==> src/rtl/g1_codec_pkg.sv <==
package g1_codec_pkg;

    typedef logic [2:0] rdi_code_t;

    localparam rdi_code_t CODE_NONE    = 3'b001;
    localparam rdi_code_t CODE_PAYLOAD = 3'b010;
    localparam rdi_code_t CODE_SERVER  = 3'b101;
    localparam rdi_code_t CODE_CONN    = 3'b110;

    localparam int NUM_CLS   = 3;
    localparam int CLS_SRV   = 0;
    localparam int CLS_PAY   = 1;
    localparam int CLS_CONN  = 2;

    // Field position inside the status byte
    localparam int FIELD_LSB = 1;
    localparam int FIELD_MSB = 3;

    function automatic logic [NUM_CLS-1:0] classify(input rdi_code_t code);
        logic [NUM_CLS-1:0] hit;
        hit = '0;
        unique case (code)
            3'b100, 3'b101, 3'b111: hit[CLS_SRV]  = 1'b1;
            3'b010:                 hit[CLS_PAY]  = 1'b1;
            3'b110:                 hit[CLS_CONN] = 1'b1;
            default:                hit = '0;
        endcase
        return hit;
    endfunction

endpackage

==> src/rtl/g1_tx_encoder.sv <==
module g1_tx_encoder
    import g1_codec_pkg::*;
(
    input  logic      clk,
    input  logic      rst_n,
    input  logic      frame_stb,
    input  logic      loc_server_def,
    input  logic      loc_payload_def,
    output rdi_code_t tx_code
);

    typedef struct packed {
        rdi_code_t code;
    } enc_state_t;

    enc_state_t st_d, st_q;

    always_comb begin
        st_d = st_q;
        if (frame_stb) begin
            if (loc_server_def) begin
                st_d.code = CODE_SERVER;
            end else if (loc_payload_def) begin
                st_d.code = CODE_PAYLOAD;
            end else begin
                st_d.code = CODE_NONE;
            end
        end
    end

    always_ff @(posedge clk or negedge rst_n) begin
        if (!rst_n) begin
            st_q.code <= CODE_NONE;
        end else begin
            st_q <= st_d;
        end
    end

    assign tx_code = st_q.code;

endmodule

==> src/rtl/g1_rx_classifier.sv <==
module g1_rx_classifier
    import g1_codec_pkg::*;
(
    input  logic [7:0]         g1_byte,
    output logic [NUM_CLS-1:0] cls_hit
);

    rdi_code_t field;

    always_comb begin
        field   = g1_byte[FIELD_MSB:FIELD_LSB];
        cls_hit = classify(field);
    end

endmodule

==> src/rtl/g1_persist_filter.sv <==
module g1_persist_filter #(
    parameter int PERSIST = 10,
    localparam int CNT_W  = $clog2(PERSIST + 1)
) (
    input  logic clk,
    input  logic rst_n,
    input  logic step,
    input  logic hit,
    output logic defect
);

    localparam logic [CNT_W-1:0] LAST = CNT_W'(PERSIST - 1);

    typedef struct packed {
        logic             def;
        logic [CNT_W-1:0] cnt;
    } flt_state_t;

    flt_state_t st_d, st_q;
    logic       toward_change;

    always_comb begin
        st_d = st_q;
        // A frame pushes toward a change when it disagrees with the current state
        toward_change = st_q.def ? !hit : hit;
        if (step) begin
            if (toward_change) begin
                if (st_q.cnt == LAST) begin
                    st_d.def = !st_q.def;
                    st_d.cnt = '0;
                end else begin
                    st_d.cnt = st_q.cnt + 1'b1;
                end
            end else begin
                st_d.cnt = '0;
            end
        end
    end

    always_ff @(posedge clk or negedge rst_n) begin
        if (!rst_n) begin
            st_q <= '0;
        end else begin
            st_q <= st_d;
        end
    end

    assign defect = st_q.def;

endmodule

==> src/rtl/g1_rdi_codec.sv <==
module g1_rdi_codec
    import g1_codec_pkg::*;
#(
    parameter int PERSIST = 10
) (
    input  logic       clk,
    input  logic       rst_n,
    input  logic       frame_stb,
    input  logic       loc_server_def,
    input  logic       loc_payload_def,
    output logic [2:0] tx_code,
    input  logic       rx_valid,
    input  logic [7:0] rx_g1,
    output logic       rem_server_def,
    output logic       rem_payload_def,
    output logic       rem_conn_def
);

    logic [NUM_CLS-1:0] cls_hit;
    logic [NUM_CLS-1:0] cls_def;

    g1_tx_encoder u_enc (
        .clk             (clk),
        .rst_n           (rst_n),
        .frame_stb       (frame_stb),
        .loc_server_def  (loc_server_def),
        .loc_payload_def (loc_payload_def),
        .tx_code         (tx_code)
    );

    g1_rx_classifier u_cls (
        .g1_byte (rx_g1),
        .cls_hit (cls_hit)
    );

    for (genvar c = 0; c < NUM_CLS; c++) begin : g_flt
        g1_persist_filter #(
            .PERSIST (PERSIST)
        ) u_flt (
            .clk    (clk),
            .rst_n  (rst_n),
            .step   (rx_valid),
            .hit    (cls_hit[c]),
            .defect (cls_def[c])
        );
    end

    assign rem_server_def  = cls_def[CLS_SRV];
    assign rem_payload_def = cls_def[CLS_PAY];
    assign rem_conn_def    = cls_def[CLS_CONN];

endmodule

==> config.mk <==
export PLATFORM = sky130hd
export DESIGN_NAME = g1_rdi_codec
export DESIGN_NICKNAME = d
export VERILOG_FILES = /design/src/rtl/g1_codec_pkg.sv /design/src/rtl/g1_tx_encoder.sv /design/src/rtl/g1_rx_classifier.sv /design/src/rtl/g1_persist_filter.sv /design/src/rtl/g1_rdi_codec.sv
export SDC_FILE = /design/constraint.sdc
export NUM_CORES = 1
export LEC_CHECK = 0
export BUFFER_PORTS_ARGS = -buffer_cell sky130_fd_sc_hd__buf_2
export CAP_MARGIN = 5
export CORE_MARGIN = 2
export CORE_UTILIZATION = 50
export CTS_BUF_LIST = sky130_fd_sc_hd__clkbuf_8
export DETAILED_ROUTE_END_ITERATION = 12
export PLACE_DENSITY = 0.8
export SYNTH_ARGS = -nofsm -noshare
export SYNTH_HDL_FRONTEND = slang
export SYNTH_HIERARCHICAL = 1
export SYNTH_SLANG_ARGS = --single-unit
==> constraint.sdc <==
create_clock -name clk -period 1.27 [get_ports clk]
set_input_delay 0.1905 -clock clk [delete_from_list [all_inputs] [get_ports clk]]
set_output_delay 0.1905 -clock clk [all_outputs]
set_load 0.02 [all_outputs]
==> results.md, run 1 <==
- Crit path DAT: 1350 ps
- Clock Root Buffer: clkbuf_8
- First-pass GRT wire length: 3.422 mm
- CTS tree: yes
- Crit path launch type: flop
- Highest-count cells in the layout ignoring fill and taps: 17 x dfrtp_1, 14 x buf_2, 11 x inv_1
- Initial antenna violation count: 0
- Port Buf Inserts: 14
- Synth warnings: 6
- Power density over the cells: 1016 nW/um^2
- Worst-Skew Late Latency: 250 ps
- Crit path depth: 4
- Final Cycle Share: 95.24%
- Reg-to-Reg End: g_flt[2].u_flt/defect
- Maxcap violations: 0
- FMAX: 826.7 MHz
- Hpwl dp: 1.488 mm
- Die ar.: 2417 sq um
- Syn Nets: 108
- Pre-antenna DRT Iters: 4
- Antenna-violating nets left: 0
- CTS Buf Count: 3
- Min-delay src: loc_server_def
- Chip height: 49.16 microns
- Starting Density: 52.51%
- Crit Path Max Fanout: 3
- Chip width: 49.16 microns
- Vias in the first global route: 801
- Area of the mapped netlist: 1020 sq um
- Outcome: finished, final reports clean
- Row cnt: 16
- Final setup TNS: 0 ps
- Crit end category: flop
- DR iter-0 viols: 18
- Setup violators final: 0
- All-layer global routing usage: 18.43%
- Tmin final: 1210 ps
- Largest net degree at the start of global routing: 19
- Slowest CP cell: dfrtp_1
- Layout cells sized above 1: 35.96%
- GR Overflow Total: 0
- CP top delay family: flip-flops
- Final antenna diode count: 0
- Tot Pwr: 1269 uW
- Syn Area/Cell: 11.59 sq um
- Core footprint: 1942 sq um
- HP Class: in -> reg
- Clock skew: 2.534 ps
- Slew margin rel.: 73.80%
- WL final: 1.926 mm
- RSZ-0062 raised after global routing: no
- Clk pin slew, worst setup/hold paths: 70 ps
- FF+latch count, synth: 18
- Cells after synthesis: 88
- Drt drc: 0
- Seq/Total Area, Yosys: 44.29%
- Number of H-tree levels: 1
- Routability cong.: 0.7326
- Reg-to-reg startpoint: g_flt[2].u_flt/st_q[1]
- Vias: 756
- Buf/Inv on CP: 1
- Max-slew violations: 0
- Core Util, Final: 64.30%
- Critical path endpoint: g_flt[2].u_flt/defect
- Footprint of the multi-input gates: 534.3 sq um
- P_leak: 0.0005735 uW
- R2R Setup Slk: 60 ps
- Final hold viol count: 0
- Register area: 451.7 sq um
- Cells on worst reg2reg path: 4
- Worst setup path start: g_flt[2].u_flt/st_q[1]
- CTS max path bufs: 2
- Synth cell types: 22
- Commonest non-fill, non-tap cell in the layout: dfrtp_1
- Fillers: 170
- Total clock sinks: 18
- Crit path cell chain: inv_1 -> ha_2 -> nand4b_1 -> mux2_2
- Data required, critical path: 1410 ps
- Worst setup path category: reg -> reg
- Average wire per standard cell: 13.66 microns
- Worst slew pin tran: 393.0 ps
- Num ports: 20
- CP peak stage delay: 400 ps
- Nets: 135
- Peak supply drop: 0.0007414 V
- Avg Vias per Cell: 5.362
- Post-synthesis to final-layout area growth: 22.45%
worst min-delay path by stage:
stage / to / cells after the start
final: u_enc/tx_code[2] / 2
after global placement: g_flt[1].u_flt/defect / 1
after floorplan: g_flt[0].u_flt/defect / 0
after CTS: u_enc/tx_code[2] / 2
after global routing: u_enc/tx_code[2] / 2
after detailed placement: g_flt[1].u_flt/st_q[0] / 1
cell type report:
| type | count | share of cell area (%) |
|---|---|---|
| multi-input cells | 59 | 42.79 |
| flip-flops and latches | 18 | 36.17 |
| repair buffers | 22 | 10.62 |
| clock buffers | 4 | 4.409 |
| inverters | 11 | 3.307 |
| well taps | 27 | 2.705 |
timing repair:
action,CTS,global route
hold endpoints to repair,17,0
setup endpoints to repair,0,3
resized for setup,0,3
hold buffers,1,0
buffers inserted,0,2
stage by stage:
| step | area (sq um) | hold WS, ps | setup WS, ps | cells |
|---|---|---|---|---|
| 6_report | 1249 | 185.1 | 60.39 | 141 |
| 5_1_grt | 1249 | 188.3 | 0.09814 | 141 |
| 4_1_cts | 1226 | 184.8 | 26.38 | 139 |
| 3_5_place_dp | 1161 | 136.4 | 1.893 | 134 |
| 3_3_place_gp | 1161 | 138.4 | 20.80 | 134 |
| 2_1_floorplan | 1020 | -105.1 | 107.6 | 88 |
report_power, final:
| part | internal, uW | switching (uW) |
|---|---|---|
| Clock | 275 | 188 |
| Combinational | 84.7 | 102 |
| Sequential | 600 | 18.9 |
| Total | 960 | 309 |
cells by family after synthesis:
group	after synthesis	share of synthesized area (%)
and+or+nand+nor	26	17.30
adders and majority gates	6	7.362
DFF	18	44.30
xor gates and xnor gates	3	4.786
AOI/OAI and AO/OA	14	11.53
buffers and inverters	11	4.049
muxes	10	10.67
sequential cells by signal, indices dropped and copies added, names as in the netlist:
register and flops:
g_flt.u_flt/defect 3, g_flt.u_flt/st_q 12, u_enc/tx_code 3
Yosys cell counts:
| cell type | number | area, sq um |
|---|---|---|
| xor2_2 | 3 | 48.80 |
| dfstp_2 | 1 | 26.28 |
| o22ai_1 | 3 | 18.77 |
| dfrtp_1 | 17 | 425.4 |
| o2111ai_1 | 3 | 26.28 |
| and2_4 | 1 | 8.760 |
| nand3b_1 | 7 | 52.55 |
| mux2_2 | 3 | 33.78 |
| nand2b_4 | 1 | 13.76 |
| o21ai_0 | 1 | 5.000 |
| nand4_1 | 3 | 18.77 |
| mux2i_1 | 6 | 60.06 |
| nand4b_1 | 3 | 26.28 |
| ha_1 | 6 | 75.07 |
| nor2_1 | 2 | 7.510 |
| o21a_1 | 1 | 7.510 |
| nand3_1 | 6 | 30.03 |
| inv_1 | 11 | 41.29 |
| nand2b_1 | 3 | 18.77 |
| o211ai_2 | 3 | 37.54 |
| mux2_4 | 1 | 15.01 |
| a21boi_0 | 3 | 22.52 |
layer usage:
layer  vias to the layer above  global-route usage [%]  share of wire [%]
met5                         -                       0                  0
met1                       373                   23.17                 44
met2                        14                   33.11                 53
li1                        369                       -                  -
met4                         0                   4.286                  0
met3                         0                   2.761                2.8
(Power assumes the default switching activity.)
==> inputs of run 2 (changes only) <==
- PLACE_DENSITY: 0.8 -> 0.81
- SETUP_SLACK_MARGIN: unset -> 0.2
- SYNTH_HIERARCHICAL: 1 -> unset
==> results.md, run 2 <==
- CTS Buf Count: 3
- Clock skew: 6.246 ps
- Clock Root Buffer: clkbuf_8
- Nets: 142
- Worst Hold Path Cells: 2
- FMAX: 808.1 MHz
- Port Buf Inserts: 14
- Core footprint: 1764 sq um
- Total clock sinks: 18
- Layout cells sized above 1: 54.47%
- Maxcap violations: 0
- Routability cong.: 0.7833
- Data required, critical path: 1400 ps
- Chip width: 47.76 microns
- Crit path cell chain: inv_2 -> ha_4 -> nand2_4 -> buf_4 -> o21ai_4 -> o22ai_2
- Final Cycle Share: 97.44%
- Reg-to-Reg End: g_flt[2].u_flt.st_q[1]
- All-layer global routing usage: 19.97%
- Number of flip-flops in the largest register: 12
- Avg Vias per Cell: 5.547
- Count of flip-flops with a built-in enable after synthesis: 0
- Slew margin rel.: 72.37%
- Worst slew pin tran: 414.4 ps
- Synth cell types: 35
- CTS max path bufs: 2
- Crit Path Max Fanout: 4
- Starting Density: 54.26%
- Largest net degree at the start of global routing: 19
- Critical path endpoint: g_flt[2].u_flt.st_q[1]
- Dominant synthesized flop cell: dfrtp_1
- Yosys top cell by area: dfrtp_1
- PnR worst setup slack: 32.51 ps
- Worst setup path category: reg -> reg
- Final antenna diode count: 0
- Average wire per standard cell: 14.59 microns
- CP peak stage delay: 390 ps
- Chip height: 47.76 microns
- Biggest register: g_flt.u_flt.st_q
- Outcome: finished, final reports clean
- DP Area: 1122 sq um
- Worst setup path start: g_flt[2].u_flt.st_q[1]
- Post-synthesis to final-layout area growth: 46.14%
- Peak supply drop: 0.0006428 V
- Crit path launch type: flop
- FF+latch count, synth: 18
- Num ports: 20
- Synth top cells by count: 17 x dfrtp_1, 12 x nand2_1, 7 x nand2b_1
- Reg-to-reg startpoint: g_flt[2].u_flt.st_q[1]
- HP Class: in -> reg
- RSZ-0062 raised after global routing: yes
- Finished layout cell area: 1399 sq um
- Row cnt: 15
- Setup slack at placement: 24.46 ps
- Number of H-tree levels: 1
- Final hold viol count: 0
- Clk pin slew, worst setup/hold paths: 70 ps
- Core Util, Final: 79.29%
- Drt drc: 0
- GR Overflow Total: 0
- Worst-Skew Late Latency: 260 ps
- Initial antenna violation count: 0
- Tmin final: 1237 ps
- Cells after synthesis: 94
- P_leak: 0.0006116 uW
- Highest-count cells in the layout ignoring fill and taps: 12 x dfrtp_1, 12 x buf_2, 11 x buf_4
- Async set-reset flop share out of synthesis: 100.0%
- Area of the mapped netlist: 957.2 sq um
- Seq/Total Area, Yosys: 47.19%
- Crit path DAT: 1370 ps
- DR iter-0 viols: 17
- Syn Area/Cell: 10.18 sq um
- Power density over the cells: 970.7 nW/um^2
- Vias in the first global route: 749
- Pre-antenna DRT Iters: 4
- Hpwl dp: 1.289 mm
- WL final: 2.160 mm
- Setup violators final: 0
- Die ar.: 2281 sq um
- Yosys top cell area share: 44.44%
- Max-slew violations: 0
- Synth area leaders: dfrtp_1 44%, ha_1 5.2%, nand2_1 4.7%
- First-pass GRT wire length: 3.160 mm
- R2R Setup Slk: 30 ps
- Vias: 821
- CTS tree: yes
- Syn Nets: 112
- Slowest CP cell: dfrtp_1
- Crit end category: flop
- Cells on worst reg2reg path: 6
- Most common cell in the synthesized netlist: dfrtp_1
- Antenna-violating nets left: 0
- Synth warnings: 0
-- run 2: changes by cell type after synthesis, moves of 4 or more --
cell	before	now
inv_1	11	4
nand2_1	0	12
nand3_1	6	2
o21ai_1	0	5
nor3_1	0	4
nand2b_1	3	7
nand3b_1	7	2
mux2i_1	6	1
-- run 2: metrics by stage --
stage | instances | setup TNS [ps] | power (uW) | hold WS [ps]
floorplan | 94 | 0 | 728.5 | -105.1
global placement | 137 | 0 | 799.8 | 140.4
detailed placement | 137 | 0 | 805.0 | 141.2
CTS | 145 | 0 | 1295 | 158.9
global route | 148 | -30.83 | 1409 | 184.6
finish | 148 | 0 | 1358 | 158.6
-- run 2: layout make-up --
class                      instances  area [sq um]
inverter                           5         18.77
multi-input combinational         69         649.4
timing repair buffer              27         186.4
fill                             118         365.4
sequential                        18         457.9
clock buffer                       4         55.05
tap                               25         31.28
-- run 2: worst min-delay path by stage --
stage               startpoint                      to  slack [ps]
floorplan                rst_n   g_flt[0].u_flt.defect        -110
global placement         rst_n  g_flt[1].u_flt.st_q[1]         140
detailed placement       rst_n  g_flt[1].u_flt.st_q[1]         140
CTS                  frame_stb        u_enc.tx_code[1]         160
global route         frame_stb        u_enc.tx_code[1]         180
finish               frame_stb        u_enc.tx_code[1]         160
-- run 2: power breakdown --
| group | switching [uW] | leakage, uW | internal, uW |
|---|---|---|---|
| Sequential | 24.8 | 0.000233 | 603 |
| Clock | 198 | 0.0000288 | 276 |
| Combinational | 135 | 0.000350 | 122 |
-- run 2: logic make-up after synthesis --
group / after synthesis / share of synthesized area (%)
DFF: 18 / 47.19
AOI/OAI and AO/OA: 27 / 20.00
muxes: 3 / 3.399
and+or+nand+nor: 32 / 17.91
xor gates and xnor gates: 3 / 3.530
adders and majority gates: 4 / 5.229
buffers and inverters: 7 / 2.745
-- run 2: timing repair --
action / 4_1_cts / 5_1_grt
hold endpoints to repair: 17 / 0
setup endpoints to repair: 12 / 16
hold buffers: 1 / 0
buffers inserted: 3 / 3
pin swaps: 10 / 7
gates resized for setup: 10 / 29
-- run 2: critical path, delay by kind of cell, from the launching register on --
family | cells | cell delay, ps
AND/OR/NAND/NOR | 1 | 50
AO/OA/AOI/OAI | 2 | 310
adder cells (fa/ha/maj) | 1 | 130
buffers and inverters | 2 | 230
flip-flops | 1 | 390
-- run 2: layer usage --
metal | routed length, microns | GRT usage, % | vias up | part of all wire [%]
met2 | 1123 | 34.67 | 12 | 52
met4 | 40 | 8.108 | 0 | 1.9
li1 | - | - | 400 | -
met5 | 0 | 0 | - | 0
met3 | 39 | 2.264 | 4 | 1.8
met1 | 957 | 25.12 | 405 | 44
==> inputs of run 3 (changes only) <==
- RECOVER_POWER: unset -> 100
==> results.md, run 3 (synthesis gave the netlist of run 2 again) <==
- Outcome: finished, final reports clean
- CTS Buf Count: 3
- Worst-Skew Late Latency: 250 ps
- Layout cells sized above 1: 45.53%
- Crit Path Max Fanout: 4
- RSZ-0062 raised after global routing: yes
- Chip width: 47.76 microns
- Final antenna diode count: 0
- Biggest register: g_flt.u_flt.st_q
- Initial antenna violation count: 0
- WL final: 2.165 mm
- Clk pin slew, worst setup/hold paths: 70 ps
- Post-synthesis to final-layout area growth: 41.18%
- First-pass GRT wire length: 3.160 mm
- Largest net degree at the start of global routing: 19
- Vias: 814
- Slew margin rel.: 69.41%
- CTS max path bufs: 2
- FMAX: 809.6 MHz
- Worst setup path category: reg -> reg
- DR iter-0 viols: 15
- Total clock sinks: 18
- Fin Hold WS: 160.0 ps
- Num ports: 20
- P_leak: 0.0005816 uW
- Maxcap violations: 0
- Peak supply drop: 0.0006390 V
- Antenna-violating nets left: 0
- Avg Vias per Cell: 5.500
- Crit path DAT: 1360 ps
- Crit end category: flop
- Core footprint: 1764 sq um
- Worst slew pin tran: 458.9 ps
- Drt drc: 0
- CTS tree: yes
- Power density over the cells: 993.0 nW/um^2
- Data required, critical path: 1400 ps
- Tmin final: 1235 ps
- Clock skew: 5.674 ps
- All-layer global routing usage: 19.97%
- Final hold viol count: 0
- Hpwl dp: 1.289 mm
- Number of flip-flops in the largest register: 12
- Crit path launch type: flop
- Clock Root Buffer: clkbuf_8
- Setup slack at placement: 24.46 ps
- Max-slew violations: 0
- Tot Pwr: 1342 uW
- Chip height: 47.76 microns
- PnR worst setup slack: 34.77 ps
- Average wire per standard cell: 14.63 microns
- Routability cong.: 0.7833
- Final Cycle Share: 97.26%
- Setup violators final: 0
- Core Util, Final: 76.60%
- Pre-antenna DRT Iters: 4
- Die ar.: 2281 sq um
- HP Class: in -> reg
- Highest-count cells in the layout ignoring fill and taps: 13 x dfrtp_1, 9 x buf_4, 7 x nand2_1, 7 x clkbuf_1
- Row cnt: 15
- Nets: 142
- Number of H-tree levels: 1
- GR Overflow Total: 0
- Port Buf Inserts: 14
- Starting Density: 54.26%
- Commonest non-fill, non-tap cell in the layout: dfrtp_1
- Vias in the first global route: 749
[run 3: layout make-up]
class / instances / area (sq um)
fillers: 131 / 412.9
flip-flops and latches: 18 / 456.7
multi-input cells: 69 / 623.1
well taps: 25 / 31.28
clock buffers: 4 / 55.05
inverters: 5 / 18.77
repair buffers: 27 / 166.4
[run 3: worst paths after layout]
kind,end,startpoint,slack (ps),cells after the start
min,u_enc.tx_code[1],frame_stb,160,2
min in group asynchronous,g_flt[1].u_flt.defect,rst_n,410,2
max,g_flt[2].u_flt.st_q[1],g_flt[2].u_flt.st_q[1],30,6
min reg2reg,u_enc.tx_code[2],u_enc.tx_code[2],520,1
max in group asynchronous,g_flt[1].u_flt.st_q[3],rst_n,510,2
max reg2reg,g_flt[2].u_flt.st_q[1],g_flt[2].u_flt.st_q[1],30,6
[run 3: critical path: stages, from the launching register on]
cell	delay [ps]
dfrtp_1	390
inv_2	80
ha_4	130
nand2_4	40
buf_4	140
o21ai_4	200
o22ai_2	110
[run 3: report_power, final]
| part | switching [uW] | internal, uW | leakage (uW) |
|---|---|---|---|
| Combinational | 133 | 112 | 0.000319 |
| Clock | 196 | 275 | 0.0000288 |
| Sequential | 24.0 | 602 | 0.000234 |
| Total | 353 | 989 | 0.000582 |
[run 3: repair_timing]
action	CTS	global route
buffers inserted	3	3
endpoints found under the hold margin	17	0
pin swaps	10	7
setup endpoints to repair	12	16
hold buffers	1	0
resized for setup	10	29
[run 3: layer usage]
layer | routed length [microns] | track usage, % | part of all wire, % | vias up
met2 | 1115 | 34.67 | 52 | 10
met4 | 31 | 8.108 | 1.4 | 0
met1 | 985 | 25.12 | 45 | 400
met3 | 32 | 2.264 | 1.5 | 4
met5 | 0 | 0 | 0 | -
li1 | - | - | - | 400
[run 3: stage by stage]
step / setup TNS, ps / cell area [sq um] / cells
after floorplan: 0 / 983.4 / 94
after global placement: 0 / 1122 / 137
after detailed placement: 0 / 1122 / 137
after CTS: 0 / 1241 / 145
after global routing: -20.95 / 1351 / 148
final: 0 / 1351 / 148
